==> src/rtl/hcb_pkg.sv <==
package hcb_pkg;

  // Number of front-ends; the enable and test-override structure assumes two.
  localparam int FE_COUNT = 2;

  // Per-front-end control seen by the sample path.
  typedef struct packed {
    logic cmp_live;     // comparator may commit a result
    logic ref_live;     // threshold is driven; otherwise code 0
    logic invert;       // flip result before storing
    logic test_active;  // test override replaces hysteresis choice
  } fe_ctl_t;

endpackage

==> src/rtl/hcb_ref_bank.sv <==
module hcb_ref_bank #(
  parameter int DATA_W = 12,
  parameter int SLOT_N = 8,
  parameter int FE_N   = 2,
  localparam int SLOT_W = $clog2(SLOT_N),
  localparam int ADDR_W = SLOT_W + $clog2(FE_N),
  localparam int DEPTH  = FE_N * SLOT_N
) (
  input  logic              clk,
  input  logic              rst_n,
  input  logic              wr_en,
  input  logic [ADDR_W-1:0] wr_addr,
  input  logic [DATA_W-1:0] wr_data,
  input  logic [ADDR_W-1:0] rd_addr,
  output logic [DATA_W-1:0] rd_data
);

  logic [DATA_W-1:0] thr_q [DEPTH];

  always_ff @(posedge clk) begin
    for (int i = 0; i < DEPTH; i++) begin
      if (!rst_n) begin
        thr_q[i] <= '0;
      end else if (wr_en && (wr_addr == ADDR_W'(i))) begin
        thr_q[i] <= wr_data;
      end
    end
  end

  assign rd_data = thr_q[rd_addr];

endmodule

==> src/rtl/hcb_fe_ctrl.sv <==
module hcb_fe_ctrl
  import hcb_pkg::*;
#(
  parameter int FE_N = 2
) (
  input  logic                 cmp_on,
  input  logic                 ref_on,
  input  logic                 fe2_cmp_en,
  input  logic                 fe2_ref_en,
  input  logic [FE_N-1:0]      inv,
  input  logic                 test_en,
  output fe_ctl_t [FE_N-1:0]   ctl
);

  for (genvar f = 0; f < FE_N; f++) begin : g_fe
    if (f == 0) begin : g_primary
      // First front-end: always follows the sequencer, owns the test override.
      assign ctl[f].cmp_live    = cmp_on;
      assign ctl[f].ref_live    = ref_on;
      assign ctl[f].test_active = test_en;
    end else begin : g_secondary
      // Further front-ends: sequencer controls gated by their own enables.
      assign ctl[f].cmp_live    = cmp_on & fe2_cmp_en;
      assign ctl[f].ref_live    = ref_on & fe2_ref_en;
      assign ctl[f].test_active = 1'b0;
    end
    assign ctl[f].invert = inv[f];
  end

endmodule

==> src/rtl/hcb_out_reg.sv <==
module hcb_out_reg #(
  parameter int OUT_W = 8,
  localparam int IDX_W = $clog2(OUT_W)
) (
  input  logic             clk,
  input  logic             rst_n,
  input  logic             commit,
  input  logic [IDX_W-1:0] idx,
  input  logic             bit_in,
  output logic [OUT_W-1:0] q
);

  always_ff @(posedge clk) begin
    if (!rst_n) begin
      q <= '0;
    end else if (commit) begin
      q[idx] <= bit_in;
    end
  end

endmodule

==> src/rtl/hyst_cmp_bank.sv <==
module hyst_cmp_bank
  import hcb_pkg::*;
#(
  parameter int DATA_W    = 12,
  parameter int CH_PER_FE = 4,
  localparam int FE_N   = FE_COUNT,
  localparam int OUT_W  = FE_N * CH_PER_FE,
  localparam int SLOT_N = 2 * CH_PER_FE,
  localparam int SLOT_W = $clog2(SLOT_N),
  localparam int LCH_W  = $clog2(CH_PER_FE),
  localparam int CH_W   = $clog2(OUT_W),
  localparam int ADDR_W = SLOT_W + 1
) (
  input  logic              clk,
  input  logic              rst_n,
  input  logic              wr_en,
  input  logic [ADDR_W-1:0] wr_addr,
  input  logic [DATA_W-1:0] wr_data,
  input  logic              sample_vld,
  input  logic [CH_W-1:0]   sample_ch,
  input  logic [DATA_W-1:0] sample_val,
  input  logic              cmp_on,
  input  logic              ref_on,
  input  logic              fe2_cmp_en,
  input  logic              fe2_ref_en,
  input  logic              inv_fe1,
  input  logic              inv_fe2,
  input  logic              test_en,
  input  logic              test_sel,
  output logic [OUT_W-1:0]  out_bits
);

  // Slot choice: hysteresis pair {channel, last bit}, or the top two slots in test.
  function automatic logic [SLOT_W-1:0] pick_slot(
    input logic [LCH_W-1:0] ch_local,
    input logic             last_bit,
    input logic             test_act,
    input logic             tsel
  );
    if (test_act) return SLOT_W'(SLOT_N - 2) | SLOT_W'(tsel);
    return {ch_local, last_bit};
  endfunction

  // Strict greater-than against the live threshold, then optional inversion.
  function automatic logic decide(
    input logic [DATA_W-1:0] val,
    input logic [DATA_W-1:0] thr,
    input logic              thr_live,
    input logic              inv
  );
    logic [DATA_W-1:0] eff;
    eff = thr_live ? thr : '0;
    return (val > eff) ^ inv;
  endfunction

  // Named internal events, exposed for the checker.
  logic                 fe_idx;
  logic [LCH_W-1:0]     ch_local;
  logic                 last_bit;
  fe_ctl_t [FE_N-1:0]   ctl;
  fe_ctl_t              cur;
  logic [SLOT_W-1:0]    sel_idx;
  logic [ADDR_W-1:0]    rd_addr;
  logic [DATA_W-1:0]    ref_level;
  logic                 fire;
  logic                 result_bit;

  assign fe_idx   = sample_ch[CH_W-1];
  assign ch_local = sample_ch[LCH_W-1:0];
  assign last_bit = out_bits[sample_ch];

  hcb_fe_ctrl #(.FE_N(FE_N)) ctrl_i (
    .cmp_on     (cmp_on),
    .ref_on     (ref_on),
    .fe2_cmp_en (fe2_cmp_en),
    .fe2_ref_en (fe2_ref_en),
    .inv        ({inv_fe2, inv_fe1}),
    .test_en    (test_en),
    .ctl        (ctl)
  );

  assign cur     = ctl[fe_idx];
  assign sel_idx = pick_slot(ch_local, last_bit, cur.test_active, test_sel);
  assign rd_addr = {fe_idx, sel_idx};

  hcb_ref_bank #(
    .DATA_W (DATA_W),
    .SLOT_N (SLOT_N),
    .FE_N   (FE_N)
  ) bank_i (
    .clk     (clk),
    .rst_n   (rst_n),
    .wr_en   (wr_en),
    .wr_addr (wr_addr),
    .wr_data (wr_data),
    .rd_addr (rd_addr),
    .rd_data (ref_level)
  );

  assign fire       = sample_vld & cur.cmp_live;
  assign result_bit = decide(sample_val, ref_level, cur.ref_live, cur.invert);

  hcb_out_reg #(.OUT_W(OUT_W)) out_i (
    .clk    (clk),
    .rst_n  (rst_n),
    .commit (fire),
    .idx    (sample_ch),
    .bit_in (result_bit),
    .q      (out_bits)
  );

endmodule

==> config.mk <==
export PLATFORM = sky130hd
export DESIGN_NAME = hyst_cmp_bank
export DESIGN_NICKNAME = d
export VERILOG_FILES = /design/src/rtl/hcb_pkg.sv /design/src/rtl/hcb_ref_bank.sv /design/src/rtl/hcb_fe_ctrl.sv /design/src/rtl/hcb_out_reg.sv /design/src/rtl/hyst_cmp_bank.sv
export SDC_FILE = /design/constraint.sdc
export NUM_CORES = 1
export LEC_CHECK = 0
export BUFFER_PORTS_ARGS = -buffer_cell sky130_fd_sc_hd__buf_2
export CORE_ASPECT_RATIO = 0.6
export CORE_MARGIN = 5
export CORE_UTILIZATION = 50
export DETAILED_ROUTE_END_ITERATION = 7
export PLACE_DENSITY = 0.74
export SLEW_MARGIN = 0
export SYNTH_ARGS = -nofsm -noshare
export SYNTH_HDL_FRONTEND = slang
export SYNTH_SLANG_ARGS = --single-unit
==> constraint.sdc <==
create_clock -name clk -period 8.4 [get_ports clk]
set_input_delay 1.26 -clock clk [delete_from_list [all_inputs] [get_ports clk]]
set_output_delay 1.26 -clock clk [all_outputs]
set_load 0.02 [all_outputs]
**After elaboration in Yosys (flattened, before gate mapping)**

Memories as Yosys holds them, arrays and structs flattened.
Cells that the tools add are included.

- Magnitude comparators: 4
- Equality and inequality tests: 15
- Multiplexer cells: 76
- Bitwise logic cells: 20
- Reduce and logical (&&, ||, !) cells: 18

Operators with widths:

| kind | number |
|---|---|
| $mux 12 | 17 |
| $mux 1 | 52 |
| $eq 4x4->1 const B | 8 |
| $logic_and 1x1->1 | 17 |
| $eq 4x3->1 const B | 4 |
| $or 1x1->1 | 16 |
| $gt 12x12->1 | 1 |
| $bwmux 8 | 1 |
| $eq 4x2->1 const B | 2 |
| $mux 4 | 2 |
| $mux 3 | 2 |
| $eq 4x1->1 const B | 1 |
| $logic_not 4->1 | 1 |
| $lt 3x4->1 const B | 1 |
| $and 1x1->1 | 3 |
| $bmux 1 s3 | 1 |
| $demux 1 s3 | 1 |
| $ge 3x1->1 const B | 1 |
| $lt 1x2->1 const B | 1 |
| $xor 1x1->1 | 1 |

- Register bits after elaboration: 8
- Memory bits (writable): 192
- Input bits: 43
- Output and inout port bits: 8
- Logic and storage cells: 135
- Memories: 1

Memories:

| memory | words | width | rd ports | clocked after Yosys merged registers in | write ports | line | RTL |
|---|---|---|---|---|---|---|---|
| bank_i.thr_q | 16 | 12 | 1 | 0 | 16 | hcb_ref_bank.sv:18 | `logic [DATA_W-1:0] thr_q [DEPTH];` |

**Longest topological paths before layout**

An unclocked memory read counts as a cell.

- Depth in word-level cells: 10
- Mapped depth: 17
- Gate-level depth less buffers: 13

**Hierarchy**

A second synthesis with hierarchy kept.

- Cell total of the unflattened synthesis: 663
- Area, all modules: 9706.8 um^2

By module, submodules not included:

| module | times used | cells each | area an instance (um^2) | sequential area each (um^2) |
|---|---|---|---|---|
| hcb_ref_bank | 1 | 561 | 8804.7 | 5765.5 |
| hyst_cmp_bank | 1 | 59 | 476.7 | 0.0 |
| hcb_out_reg | 1 | 34 | 364.1 | 160.2 |
| hcb_fe_ctrl | 1 | 9 | 61.3 | 0.0 |

**Least setup slack after synthesis**

OpenSTA, ideal clock, no wires.

- Path type: in2reg
- From: in sample_ch[1]
- To: reg out_i.q[0]
- Library setup time: 0.139 ns
- Data arrival time: 4.413 ns
- Data required time: 8.261 ns
- Slack: 3.848 ns
- Stages: 17
- Path buffers: 4
- Cells stage by stage: buf_6 > or2_1 > buf_6 > o22a_1 > buf_6 > a31oi_4 > buf_6 > mux2_2 > o2111ai_1 > nand4_1 > ha_1 > nand4_1 > or3_1 > nand3_1 > o221ai_1 > a211oi_2 > mux2i_1

- Cells in the longest elaborated chain, start to end: 8
- Elaborated cells between the ends (all ways): 13
- Classes of those cells: order compare: 3; mux: 7; bitwise: 1; reduce/logical: 1; memory: 1

RTL lines:

| element | line | RTL |
|---|---|---|
| from (decl) | hyst_cmp_bank.sv:20 | `input logic [CH_W-1:0] sample_ch,` |
| $bmux 1 s3 | hyst_cmp_bank.sv:70 | `assign last_bit = out_bits[sample_ch];` |
| $mux 1 (not written as such) | hyst_cmp_bank.sv:70 |  |
| $mux 3 | hyst_cmp_bank.sv:41 | `return {ch_local, last_bit};` |
| $mem_v2 16x12 | - |  |
| $mux 12 | hyst_cmp_bank.sv:52 | `eff = thr_live ? thr : '0;` |
| $gt 12x12->1 | hyst_cmp_bank.sv:53 | `return (val > eff) ^ inv;` |
| $xor 1x1->1 | hyst_cmp_bank.sv:53 |  |
| $bwmux 8 (*) | hcb_out_reg.sv:17 | `q[idx] <= bit_in;` |
| to (signal, indexed assignment) | hcb_out_reg.sv:17 |  |
| to (decl) | hcb_out_reg.sv:10 | `output logic [OUT_W-1:0] q` |

Mark *: on every way between the ends. The rest lies on a longest branch, timed or not. The select of a mux whose other input is x is not followed.
A chain may end at the register's enable or synchronous reset.

**Worst setup path after layout**

- From: in sample_ch[2]
- To: reg out_i.q[2]

- Cells in the longest elaborated chain, start to end: 9
- Elaborated cells between the ends (all ways): 17
- Classes of those cells: order compare: 3; mux: 10; bitwise: 2; reduce/logical: 1; memory: 1

RTL lines:

| element |
|---|
| parallel branches: the longest is 9 deep, another holds $mem_v2 16x12 |

Parallel ways; which one is timed is not known. The select of a mux whose other input is x is not followed.

==> flow_summary.ini <==
[run_status]
status = complete, no violations

[yosys]
synth_edf_count = 192
syn-num-nets = 899
synth_most_common_cell = and2_1
synth_top_cell_area_share_pct = 57.1
async_flop_share_pct = 0
synthCells = 844
postSynthAreaPerCell_um2 = 12.0
ys.flop_type = edfxtp_1
synth.distinct_cells = 57
synth_area_leaders = edfxtp_1 57%, and2_1 12%, mux2i_1 4.0%
ys_seq_area_share_pct = 58.7
synthesis.area_um2 = 10100
yosys_warnings = 0
synth_common_cells = 193 x and2_1, 192 x edfxtp_1, 53 x clkbuf_1, 40 x mux2i_1
ys_ff_latch = 200
yosysTopAreaCell = edfxtp_1

[grt]
overflow = 0
gr-usage-met1_pct = 39.6
gr-usage-met2_pct = 31.9
grt_pass1_vias = 6675
grt_pass1_wl_um = 43800
global_route.peak_usage_layer = met1
antenna_found_initial = 1
grt_util_all_layers_pct = 25.4
grt_max_degree = 32
grt_use_met3_pct = 11.8

[detailed_routing]
vias = 7138
drtPass1Iterations = 6
wirelength_um = 29600
drt_iter0_markers = 1073
wire_per_inst_um = 25.8
detail-route-antenna-nets = 0
viasPerCell = 6.22
drcViolationCount = 0

[floorplanning]
chipWidth_um = 193
die_area_um2 = 23200
num_rows = 40
num_io_pins = 51
core_area_um2 = 19900
dieHeight_um = 120
start_util_pct = 50.7

[sta]
fin_tns_setup_ps = 0
tightest_slew_ps = 1280
fmax_mhz = 178
slew_headroom_pct = 14.0
hold_viol_final = 0
finalSetupViolCount = 0
min_period_ps = 5620
rsz0062_at_grt = no
drv_slew = 0
skew_ps = 13.9
period_share_pct = 66.8

[clock_tree]
htree_levels = 4
cts-buffers-inserted = 17
clk_latency_ps = 440
clk_path_buf_depth = 2
cts_tree = yes
ctsHoldBuffers = 0
cts_setup_buffers = 0
ctsResizeCount = 0
clkTransAtPathRegs_ps = 70
cts-root-buf = clkbuf_16
cts_num_sinks = 200

[worst_setup_path]
critPathArrivalTime_ps = 5910
end_kind = register
worstSetupPathType = input port to register
required_ps = 8690
reg2reg_depth = 13
cp_max_fo = 30
cp-start-kind = input port

[hold_path]
min_path_cells = 2
hold_path_class = register to register

[power_and_ir_drop]
leakage_nw = 3.92
p_sw_share_pct = 26.6
intPower_w = 0.00161
combPwrFrac_pct = 10.0
irDropWorstVdd_mv = 0.159
p_sw_w = 0.000583
clkPwrFrac_pct = 36.7
seqPwrFrac_pct = 53.3
p_per_area_nw_per_um2 = 198

[placed_design]
placed_cell_area_um2 = 10500
place.gp.congestion = 1.06
placed_cells = 1116
numPortBuffers = 50
hpwl_um = 20500

[cells_and_area]
syn_to_final_growth_pct = 9.68
stdcell_area_um2 = 11100
n_antenna_cell = 0
finalNetCount = 917
layoutNonFillerInstCount = 1148
n_fill_cell = 1715
drive_gt1_share_pct = 14.3

[run]
maxCapViolCount = 0
[metrics by stage]
| stage | hold slack (ps) | utilization (%) | setup WS [ps] | total power [W] |
|---|---|---|---|---|
| 2_1_floorplan | 548 | - | 3850 | 0.00131 |
| 3_3_place_gp | 479 | 52.7 | 2560 | 0.00140 |
| 3_5_place_dp | 488 | 52.7 | 2410 | 0.00140 |
| 4_1_cts | 498 | 55.6 | 2860 | 0.00218 |
| 5_1_grt | 531 | 55.6 | 2460 | 0.00225 |
| 6_report | 500 | 55.6 | 2780 | 0.00219 |
[power by group through the flow]
stage                     clock [W]  sequential [W]  combinational (W)
after floorplan                   0         0.00118           0.000124
after global placement            0         0.00119           0.000208
after detailed placement          0         0.00119           0.000210
after CTS                  0.000806         0.00117           0.000211
after global routing       0.000850         0.00117           0.000231
final                      0.000805         0.00117           0.000219
[per-layer routing]
metal  part of all wire, %  routed length, µm
met3                    15               4530
met4                   1.3                379
met2                    38              11300
met5                     0                  0
met1                    45              13300
[critical path, stage by stage]
cell and delay (ps):
buf_2 420, nand2_1 210, or2_2 580, a31oi_4 840
mux2_2 440, o2111ai_1 110, nand4_1 160, ha_1 310
nand4_1 200, or3_1 460, nand3_1 120, a2111oi_0 90
a211oi_2 530, mux2i_1 140
[cell families after synthesis]
| group | Yosys count | share of synthesized area, % |
|---|---|---|
| AOI/OAI and AO/OA | 160 | 11.1 |
| and+or+nand+nor | 347 | 20.4 |
| buffers and inverters | 78 | 3.55 |
| muxes | 47 | 4.75 |
| adders and majority gates | 12 | 1.49 |
| DFF | 200 | 58.7 |
[flip-flops by register name (all words and copies together) (netlist names)]
| name | count |
|---|---|
| bank_i.thr_q | 192 |
| out_i.q | 8 |
[cells in the final DEF, fill, tap and decap left out, drive strengths merged, types with 9 or more instances in the layout]
cell type,count
o22ai,15
edfxtp,192
mux2i,40
and3,9
nand2,27
inv,15
o21ai,32
buf,69
and2,193
nand4,13
a22oi,26
nand3,13
ha,12
a211oi,15
or3,11
a21oi,27
clkbuf,18
nor2,33
[cell type report]
cell class	count	area, µm²	share of cell area (%)
repair buffers	69	393	3.55
inverters	8	30.0	0.271
clock inverters	14	136	1.23
well taps	273	342	3.09
multi-input cells	566	3810	34.5
flip-flops and latches	200	5930	53.5
clock buffers	18	429	3.88
[path summary, 6_finish.rpt]
check | from | end | slack, ps
max | sample_ch[2] | out_i.q[2] | 2780
min | out_i.q[0] | out_i.q[0] | 500
max reg2reg | out_i.q[6] | out_i.q[2] | 3770
min reg2reg | out_i.q[0] | out_i.q[0] | 500
Power figures use the tool's default switching activity.
